===== src/rtl/dpc_pkg.sv =====
package dpc_pkg;

    typedef enum logic [1:0] {
        ST_OFF  = 2'd0,
        ST_HIGH = 2'd1,
        ST_LOW  = 2'd2
    } wave_state_t;

    function automatic int default_high(input int period);
        return period / 2;
    endfunction

    function automatic int max_high(input int period);
        return (period * 504) / 1000;
    endfunction

endpackage


===== src/rtl/dpc_period_ctr.sv =====
module dpc_period_ctr #(
    parameter int PERIOD = 125,
    localparam int CNT_W = $clog2(PERIOD)
) (
    input  logic             clk,
    input  logic             rst_n,
    input  logic             run,
    input  logic             restart,
    output logic [CNT_W-1:0] cnt
);

    localparam logic [CNT_W-1:0] LAST = CNT_W'(PERIOD - 1);

    always_ff @(posedge clk or negedge rst_n) begin
        if (!rst_n) begin
            cnt <= '0;
        end else if (!run || restart) begin
            cnt <= '0;
        end else begin
            cnt <= cnt + 1'b1;
        end
    end

    AST_CNT_IN_RANGE: assert property (@(posedge clk) disable iff (!rst_n)
        cnt <= LAST);

endmodule


===== src/rtl/dpc_duty_reg.sv =====
module dpc_duty_reg
    import dpc_pkg::*;
#(
    parameter int PERIOD = 125,
    parameter int REG_W  = 8,
    localparam int CNT_W = $clog2(PERIOD)
) (
    input  logic             clk,
    input  logic             rst_n,
    input  logic             pd_n,
    input  logic             wr_en,
    input  logic [REG_W-1:0] wr_data,
    input  logic             half_bridge,
    input  logic             load,
    output logic [CNT_W-1:0] high_len
);

    localparam int CMP_W = (REG_W > CNT_W) ? REG_W : CNT_W;
    localparam logic [CNT_W-1:0] DEF_LEN = CNT_W'(default_high(PERIOD));
    localparam logic [CMP_W-1:0] MAX_LEN = CMP_W'(max_high(PERIOD));

    logic [REG_W-1:0] duty_q;
    logic [CMP_W-1:0] duty_ext;
    logic [CNT_W-1:0] eff_len;

    always_ff @(posedge clk or negedge rst_n) begin
        if (!rst_n) begin
            duty_q <= '0;
        end else if (!pd_n) begin
            duty_q <= '0;
        end else if (wr_en) begin
            duty_q <= wr_data;
        end
    end

    assign duty_ext = CMP_W'(duty_q);

    always_comb begin
        if (!half_bridge || duty_q == '0) begin
            eff_len = DEF_LEN;
        end else if (duty_ext > MAX_LEN) begin
            eff_len = CNT_W'(MAX_LEN);
        end else begin
            eff_len = CNT_W'(duty_ext);
        end
    end

    always_ff @(posedge clk or negedge rst_n) begin
        if (!rst_n) begin
            high_len <= DEF_LEN;
        end else if (load) begin
            high_len <= eff_len;
        end
    end

    AST_REG_CLEARED: assert property (@(posedge clk) disable iff (!rst_n)
        !pd_n |=> duty_q == '0);
    AST_LATCH_AT_START: assert property (@(posedge clk) disable iff (!rst_n)
        !load |=> $stable(high_len));
    AST_DEFAULT_MODE: assert property (@(posedge clk) disable iff (!rst_n)
        (load && !half_bridge) |=> high_len == DEF_LEN);
    AST_LEN_LIMIT: assert property (@(posedge clk) disable iff (!rst_n)
        CMP_W'(high_len) <= MAX_LEN || high_len == DEF_LEN);

endmodule


===== src/rtl/dpc_wave_fsm.sv =====
module dpc_wave_fsm
    import dpc_pkg::*;
#(
    parameter int PERIOD = 125,
    localparam int CNT_W = $clog2(PERIOD)
) (
    input  logic             clk,
    input  logic             rst_n,
    input  logic             run,
    input  logic [CNT_W-1:0] cnt,
    input  logic [CNT_W-1:0] high_len,
    output logic             restart,
    output logic             phase_out,
    output logic             period_start
);

    localparam logic [CNT_W-1:0] LAST = CNT_W'(PERIOD - 1);
    localparam int LIMIT = (max_high(PERIOD) > default_high(PERIOD)) ?
                           max_high(PERIOD) : default_high(PERIOD);

    wave_state_t      state_q, state_d;
    logic [CNT_W-1:0] cnt_nx;
    logic             start_q;

    assign cnt_nx  = cnt + 1'b1;
    assign restart = run && (state_q == ST_OFF || cnt == LAST);

    always_comb begin
        state_d = state_q;
        unique case (state_q)
            ST_OFF:  if (run) state_d = ST_HIGH;
            ST_HIGH: begin
                if (!run)                   state_d = ST_OFF;
                else if (cnt == LAST)       state_d = ST_HIGH;
                else if (cnt_nx == high_len) state_d = ST_LOW;
            end
            ST_LOW: begin
                if (!run)             state_d = ST_OFF;
                else if (cnt == LAST) state_d = ST_HIGH;
            end
            default: state_d = ST_OFF;
        endcase
    end

    always_ff @(posedge clk or negedge rst_n) begin
        if (!rst_n) begin
            state_q <= ST_OFF;
            start_q <= 1'b0;
        end else begin
            state_q <= state_d;
            start_q <= restart;
        end
    end

    always_comb begin
        phase_out    = (state_q == ST_HIGH);
        period_start = start_q;
    end

    AST_HIGH_WITHIN_MAX: assert property (@(posedge clk) disable iff (!rst_n)
        state_q == ST_HIGH |-> int'(cnt) < LIMIT);
    AST_STROBE_ON_RESTART: assert property (@(posedge clk) disable iff (!rst_n)
        restart |=> state_q == ST_HIGH && cnt == '0);

endmodule


===== src/rtl/dpc_top.sv =====
module dpc_top #(
    parameter int PERIOD = 125,
    parameter int REG_W  = 8
) (
    input  logic             clk,
    input  logic             rst_n,
    input  logic             pd_n,
    input  logic             en,
    input  logic             half_bridge,
    input  logic             wr_en,
    input  logic [REG_W-1:0] wr_data,
    output logic             phase_out,
    output logic             period_start
);

    localparam int CNT_W = $clog2(PERIOD);

    logic             run;
    logic             restart;
    logic [CNT_W-1:0] cnt;
    logic [CNT_W-1:0] high_len;

    assign run = pd_n && en;

    dpc_period_ctr #(.PERIOD(PERIOD)) u_ctr (
        .clk     (clk),
        .rst_n   (rst_n),
        .run     (run),
        .restart (restart),
        .cnt     (cnt)
    );

    dpc_duty_reg #(.PERIOD(PERIOD), .REG_W(REG_W)) u_duty (
        .clk         (clk),
        .rst_n       (rst_n),
        .pd_n        (pd_n),
        .wr_en       (wr_en),
        .wr_data     (wr_data),
        .half_bridge (half_bridge),
        .load        (restart),
        .high_len    (high_len)
    );

    dpc_wave_fsm #(.PERIOD(PERIOD)) u_fsm (
        .clk          (clk),
        .rst_n        (rst_n),
        .run          (run),
        .cnt          (cnt),
        .high_len     (high_len),
        .restart      (restart),
        .phase_out    (phase_out),
        .period_start (period_start)
    );

    AST_STOP_FORCES_LOW: assert property (@(posedge clk) disable iff (!rst_n)
        !run |=> !phase_out && !period_start);
    AST_STROBE_WITH_HIGH: assert property (@(posedge clk) disable iff (!rst_n)
        period_start |-> phase_out);

endmodule


===== config.mk =====
export PLATFORM = sky130hd
export DESIGN_NAME = dpc_top
export DESIGN_NICKNAME = d
export VERILOG_FILES = /design/src/rtl/dpc_pkg.sv /design/src/rtl/dpc_period_ctr.sv /design/src/rtl/dpc_duty_reg.sv /design/src/rtl/dpc_wave_fsm.sv /design/src/rtl/dpc_top.sv
export SDC_FILE = /design/constraint.sdc
export NUM_CORES = 1
export LEC_CHECK = 0
export ABC_AREA = 1
export BUFFER_PORTS_ARGS = -buffer_cell sky130_fd_sc_hd__buf_2
export CORE_MARGIN = 4
export CORE_UTILIZATION = 47
export CTS_BUF_LIST = sky130_fd_sc_hd__clkbuf_4 sky130_fd_sc_hd__clkbuf_8
export CTS_CLUSTER_DIAMETER = 80
export CTS_CLUSTER_SIZE = 8
export DETAILED_ROUTE_END_ITERATION = 10
export HOLD_SLACK_MARGIN = 0.15
export PLACE_DENSITY = 0.63
export SLEW_MARGIN = 20
export SYNTH_ARGS = -nofsm -noshare
export SYNTH_HDL_FRONTEND = slang
export SYNTH_SLANG_ARGS = --single-unit

===== constraint.sdc =====
create_clock -name clk -period 2.1 [get_ports clk]
set_input_delay 0.63 -clock clk [delete_from_list [all_inputs] [get_ports clk]]
set_output_delay 0.63 -clock clk [all_outputs]
set_load 0.05 [all_outputs]

==> results of run 1 <==
## through the flow
stage	hold WS (ns)	cell area [sq um]	power [mW]	util (%)
after detailed placement	0.494	1460	1.05	52.8
after floorplan	0.334	1350	0.953	-
after global routing	0.315	1490	1.36	53.9
final	0.285	1490	1.26	53.9
after global placement	0.488	1460	1.04	52.8
after CTS	0.293	1490	1.28	53.9
## how the worst min path moves through the flow
stage | startpoint | end | cells past startpoint
after global placement | u_duty.duty_ext[0] | u_duty.high_len[0] | 2
after global routing | rst_n | u_ctr.cnt[4] | 1
final | rst_n | u_ctr.cnt[4] | 1
after floorplan | rst_n | u_ctr.cnt[0] | 0
after CTS | rst_n | u_ctr.cnt[4] | 1
after detailed placement | u_duty.duty_ext[0] | u_duty.high_len[0] | 2
## where the power goes
group | internal (mW) | switching, mW
clock | 0.0871 | 0.137
combinational | 0.143 | 0.248
sequential | 0.589 | 0.0567
## critical path, stage by stage, from the launching register on
cell and delay, ns:
sky130_fd_sc_hd__dfrtp_1 0.42, sky130_fd_sc_hd__inv_1 0.10, sky130_fd_sc_hd__nor2_1 0.13, sky130_fd_sc_hd__buf_2 0.28
## cells by family (layout without fill, tap and decap cells)
group / after synthesis / in the layout / share of synthesized area, %
AOI/OAI and AO/OA: 20 / 20 / 9.56
DFF: 25 / 25 / 46.8
xor gates and xnor gates: 1 / 1 / 0.649
adders and majority gates: 2 / 2 / 1.85
buffers and inverters: 30 / 47 / 8.54
and+or+nand+nor: 96 / 96 / 32.6
## layout by cell type, fill, tap and decap left out, drive strengths merged
cell type,n
nand2,53
inv,28
nor2,21
dfrtp,20
nand3,18
buf,15
o21ai,9
dfstp,5
a21oi,5
a31oi,4
clkbuf,4
nand4,2
ha,2
nand3b,1
xnor2,1
nor3,1
a22oi,1
a21boi,1
## flip-flops by register name, summed over array words and instances (netlist names)
register,flops
u_duty.high_len,7
u_duty.duty_ext,8
u_fsm.period_start,1
u_ctr.cnt,7
u_fsm.state_q,2
## synth_stat cells
cell / n
sky130_fd_sc_hd__inv_1: 24
sky130_fd_sc_hd__o21ai_2: 2
sky130_fd_sc_hd__nor3_1: 1
sky130_fd_sc_hd__ha_1: 2
sky130_fd_sc_hd__nor2_4: 1
sky130_fd_sc_hd__nand2_2: 3
sky130_fd_sc_hd__nand2_1: 48
sky130_fd_sc_hd__nand3_1: 18
sky130_fd_sc_hd__nor2_8: 1
sky130_fd_sc_hd__nand3b_1: 1
sky130_fd_sc_hd__inv_4: 1
sky130_fd_sc_hd__nor2_1: 19
sky130_fd_sc_hd__inv_2: 3
sky130_fd_sc_hd__o21ai_0: 6
sky130_fd_sc_hd__xnor2_1: 1
sky130_fd_sc_hd__nand2_4: 2
sky130_fd_sc_hd__dfrtp_1: 20
sky130_fd_sc_hd__a21oi_4: 1
sky130_fd_sc_hd__a22oi_1: 1
sky130_fd_sc_hd__o21ai_1: 1
sky130_fd_sc_hd__a21oi_1: 4
sky130_fd_sc_hd__a31oi_1: 4
sky130_fd_sc_hd__clkbuf_1: 2
sky130_fd_sc_hd__dfstp_2: 5
sky130_fd_sc_hd__a21boi_1: 1
sky130_fd_sc_hd__nand4_1: 2
## routing by layer
metal | GRT usage [%] | share of wire (%) | vias up
li1 | - | - | 584
met1 | 21.3 | 45 | 520
met2 | 26.8 | 48 | 21
met3 | 3.14 | 3.7 | 6
met4 | 6.97 | 2.4 | 0
met5 | 0 | 0 | -
## area by class of cell
| type | instances | area share, % |
|---|---|---|
| Inverter | 28 | 7.25 |
| Clock buffer | 4 | 2.02 |
| Tap cell | 31 | 2.61 |
| Sequential cell | 25 | 42.5 |
| Timing Repair Buffer | 15 | 5.05 |
| Multi-Input combinational cell | 119 | 40.5 |
==> flow_summary.yaml, run 1 <==
placed_design:
  detailedPlace.worstSlack_ns: 0.370
  routabilityCongestion: 0.772
  placedCellCount: 218
  place.detailed.hpwl_um: 2000
  port-buffer-count: 15
synth:
  ys_warn_count: 0
  ys_seq_elements: 25
  synth_sequential_area_ratio_pct: 46.8
  netlist.area_leader.share_pct: 37.1
  postSynthAreaPerCell_sq_um: 7.75
  synthesis.instances: 174
  post_synth_instance_area_sq_um: 1350
  post_synth_main_area_contributors: "sky130_fd_sc_hd__dfrtp_1 (37%), sky130_fd_sc_hd__nand2_1 (13%), sky130_fd_sc_hd__dfstp_2 (9.7%)"
  post_synth_num_cell_types: 26
  yosysTopAreaCell: "sky130_fd_sc_hd__dfrtp_1"
  mappedNetlistNets: 190
layout:
  multiInputGateArea_sq_um: 602
  finalNetCount: 208
  area_growth_syn_to_layout_pct: 10.1
  layoutNonFillerInstCount: 222
  total_area_of_sequential_cells_sq_um: 632
  layout-drive-gt1-share_pct: 19.9
  fill_cells: 273
  n_antenna_cell: 0
cts:
  cts.repair.resized: 0
  cts_buffers: 3
  clk_latency_ns: 0.31
  max_buffers_root_to_sink: 2
  cts_clk_pin_slew_worst_paths_ns: 0.13
  cts_h_tree_lvls: 1
  setup_fix_bufs_post_cts: 0
  numClockSinks: 25
  cts-root-buf: "sky130_fd_sc_hd__clkbuf_4"
  cts_hold_buf: 0
  tritoncts: "built"
global_route:
  grt_max_degree: 26
  grt_pass1_vias: 1058
  grt_antenna_before_repair: 0
  grt_pass1_wl_um: 4580
  gr-total-overflow: 0
  globalRouteTotalUtil_pct: 16.5
worst_setup_path:
  capture_point_of_the_worst_path: "phase_out"
  worst_r2r_path_depth: 9
  worst_ep_arrival_time_ns: 1.25
  crit_path_end_kind: "output port"
  worstSetupStartpoint: "u_fsm.state_q[0]"
  setup.worst_path.start_class: "flop"
  timing.reg2reg.setup_slack_ns: 0.42
  critical_path_data_required_time_ns: 1.47
  critical_path_class: "reg2out"
  worstReg2RegEnd: "u_fsm.state_q[1]"
  cp_max_fo: 4
  r2r-start: "u_ctr.cnt[0]"
timing:
  finalCritPeriodShare_pct: 89.4
  worst_pin_slew_ns: 0.557
  report.final.hold_viol_count: 0
  setup_slack_ns: 0.222
  max_freq_ghz: 0.533
  setup_tns_ns: 0
  max_slew_headroom_pct: 62.8
  rsz0062_at_grt: "no"
  final.setup_skew_ns: 0.00846
  setup-violations-final: 0
  maxSlewViolCount: 0
  period_minus_slack_ns: 1.88
outcome:
  run_status: "finished clean"
worst_hold_path:
  hold_path.class: "in2async"
floorplanning:
  floorplan.die.width_um: 61.6
  placeableCoreArea_sq_um: 2760
  core.rowCount: 19
  die-area_sq_um: 3790
  fp.dieH_um: 61.6
  start_util_pct: 48.9
  ioPinCount: 16
detailed_routing:
  route.vias.total: 1131
  first_pass_iters: 4
  ant_nets: 0
  drt_wl_total_um: 2550
  vias_per_cell: 5.09
  post-route-drc-count: 0
  wl_per_cell_um: 11.5
  dr.first_iter.drc_count: 63
job:
  max-cap-violations: 0
power:
  irDropWorstVdd_uv: 428
  power.leakage_nw: 0.769
  cellPowerDensity_nw_per_um2: 848
No activity file was read; power rests on OpenSTA's default activity.
==> inputs of run 2 (changes only) <==
--- a/config.mk
+++ b/config.mk
@@ -15,6 +15,7 @@
 export DETAILED_ROUTE_END_ITERATION = 10
 export HOLD_SLACK_MARGIN = 0.15
 export PLACE_DENSITY = 0.63
+export RECOVER_POWER = 50
 export SLEW_MARGIN = 20
 export SYNTH_ARGS = -nofsm -noshare
 export SYNTH_HDL_FRONTEND = slang
==> run 2 against run 1 <==
  * Sequential share of layout area rose by 0.072 points
  * Final cell count stayed put
  * Critical path depth unchanged
  * Core utilization down 0.091 points
  * Global-route usage stayed put
  * Clock power barely moved
  * Largest cell class unchanged
  * Largest power group unchanged
==> flow_summary.yaml, run 2 (synthesis gave the netlist of run 1 again) <==
cts:
  cts.repair.resized: 0
  cts_hold_buf: 0
  cts_buffers: 3
  setup_fix_bufs_post_cts: 0
  tritoncts: "built"
  numClockSinks: 25
  clk_latency_ns: 0.31
  cts_h_tree_lvls: 1
  cts_clk_pin_slew_worst_paths_ns: 0.13
  max_buffers_root_to_sink: 2
  cts-root-buf: "sky130_fd_sc_hd__clkbuf_4"
worst_setup_path:
  crit_path_end_kind: "output port"
  cp_max_fo: 4
  worst_ep_arrival_time_ns: 1.25
  critical_path_class: "reg2out"
  crit_chain: "inv_1 -> nor2_1 -> buf_2"
  worst_path_largest_cell_delay_ns: 0.42
  critical_path_data_required_time_ns: 1.47
  standard_cell_with_the_maximum_stage_delay_on_the_critical_path: "sky130_fd_sc_hd__dfrtp_1"
  setup.worst_path.start_class: "flop"
layout:
  mostFrequentLayoutCell: "sky130_fd_sc_hd__nand2_1"
  flip_flop_count_of_the_largest_register_after_layout: 8
  finalNetCount: 208
  post-route-util_pct: 53.8
  fill_cells: 274
  layout-drive-gt1-share_pct: 18.8
  layoutNonFillerInstCount: 222
  non_filler_cell_area_final_sq_um: 1480
  n_antenna_cell: 0
  area_growth_syn_to_layout_pct: 9.93
  mostFrequentLayoutCells: "sky130_fd_sc_hd__nand2_1 (48), sky130_fd_sc_hd__inv_1 (24), sky130_fd_sc_hd__dfrtp_1 (20)"
timing:
  rsz0062_at_grt: "no"
  maxSlewViolCount: 0
  setup_slack_ns: 0.222
  period_minus_slack_ns: 1.88
  setup-violations-final: 0
  max_freq_ghz: 0.533
  finalCritPeriodShare_pct: 89.4
  final.hold.worst_slack_ns: 0.517
  setup_tns_ns: 0
  max_slew_headroom_pct: 11.0
  worst_pin_slew_ns: 1.33
  final.setup_skew_ns: 0.00846
  report.final.hold_viol_count: 0
detailed_routing:
  ant_nets: 0
  drt_wl_total_um: 2550
  post-route-drc-count: 0
  vias_per_cell: 5.09
  dr.first_iter.drc_count: 61
  route.vias.total: 1130
  wl_per_cell_um: 11.5
  first_pass_iters: 4
floorplanning:
  core.rowCount: 19
  ioPinCount: 16
  floorplan.die.width_um: 61.6
  placeableCoreArea_sq_um: 2760
  die-area_sq_um: 3790
  fp.dieH_um: 61.6
  start_util_pct: 48.9
global_route:
  grt_max_degree: 26
  globalRouteTotalUtil_pct: 16.5
  grt_pass1_vias: 1058
  gr-total-overflow: 0
  grt_pass1_wl_um: 4580
  grt_antenna_before_repair: 0
placed_design:
  place.detailed.hpwl_um: 2000
  port-buffer-count: 15
  placedCellCount: 218
  detailedPlace.worstSlack_ns: 0.370
  post_dp_cell_area_sq_um: 1460
  routabilityCongestion: 0.772
worst_hold_path:
  hold_path.class: "reg2reg"
power:
  cellPowerDensity_nw_per_um2: 849
  irDropWorstVdd_uv: 428
  power.leakage_nw: 0.763
  post-layout-total-power_mw: 1.26
outcome:
  run_status: "finished clean"
job:
  max-cap-violations: 0
[run 2: final cells by class]
class                   count  area, sq um  area share, %
clock buffers               4         30.0           2.03
repair buffers             15         72.6           4.89
multi-input cells         119          602           40.6
flip-flops and latches     25          632           42.6
inverters                  28          108           7.26
well taps                  31         38.8           2.62
[run 2: report_power, final]
part           switching, mW  total, mW  internal [mW]  leakage, nW
sequential            0.0567      0.646          0.589        0.322
clock                  0.137      0.224         0.0871       0.0184
combinational          0.248      0.390          0.142        0.422
total                  0.441       1.26          0.819        0.763
[run 2: path summary, 6_finish.rpt]
check / cells after the start / from / slack, ns / end
min in group asynchronous: 1 / rst_n / 0.58 / u_ctr.cnt[4]
setup / recovery: 3 / u_fsm.state_q[0] / 0.22 / phase_out
hold reg to reg: 2 / u_duty.duty_ext[0] / 0.52 / u_duty.high_len[0]
hold / removal: 2 / u_duty.duty_ext[0] / 0.52 / u_duty.high_len[0]
max in group asynchronous: 1 / rst_n / 0.74 / u_duty.duty_ext[5]
setup reg to reg: 9 / u_ctr.cnt[0] / 0.42 / u_fsm.state_q[1]
[run 2: metal layers]
| layer | routed length, um | global-route usage [%] | vias up |
|---|---|---|---|
| li1 | - | - | 583 |
| met1 | 1160 | 21.3 | 520 |
| met2 | 1240 | 26.8 | 21 |
| met3 | 89 | 3.14 | 6 |
| met4 | 60 | 6.97 | 0 |
| met5 | 0 | 0 | - |
[run 2: worst max-delay path, delay by kind of cell, from the launching register on]
| kind | cells | cell delay, ns |
|---|---|---|
| DFF | 1 | 0.42 |
| buffers and inverters | 2 | 0.38 |
| and+or+nand+nor | 1 | 0.13 |
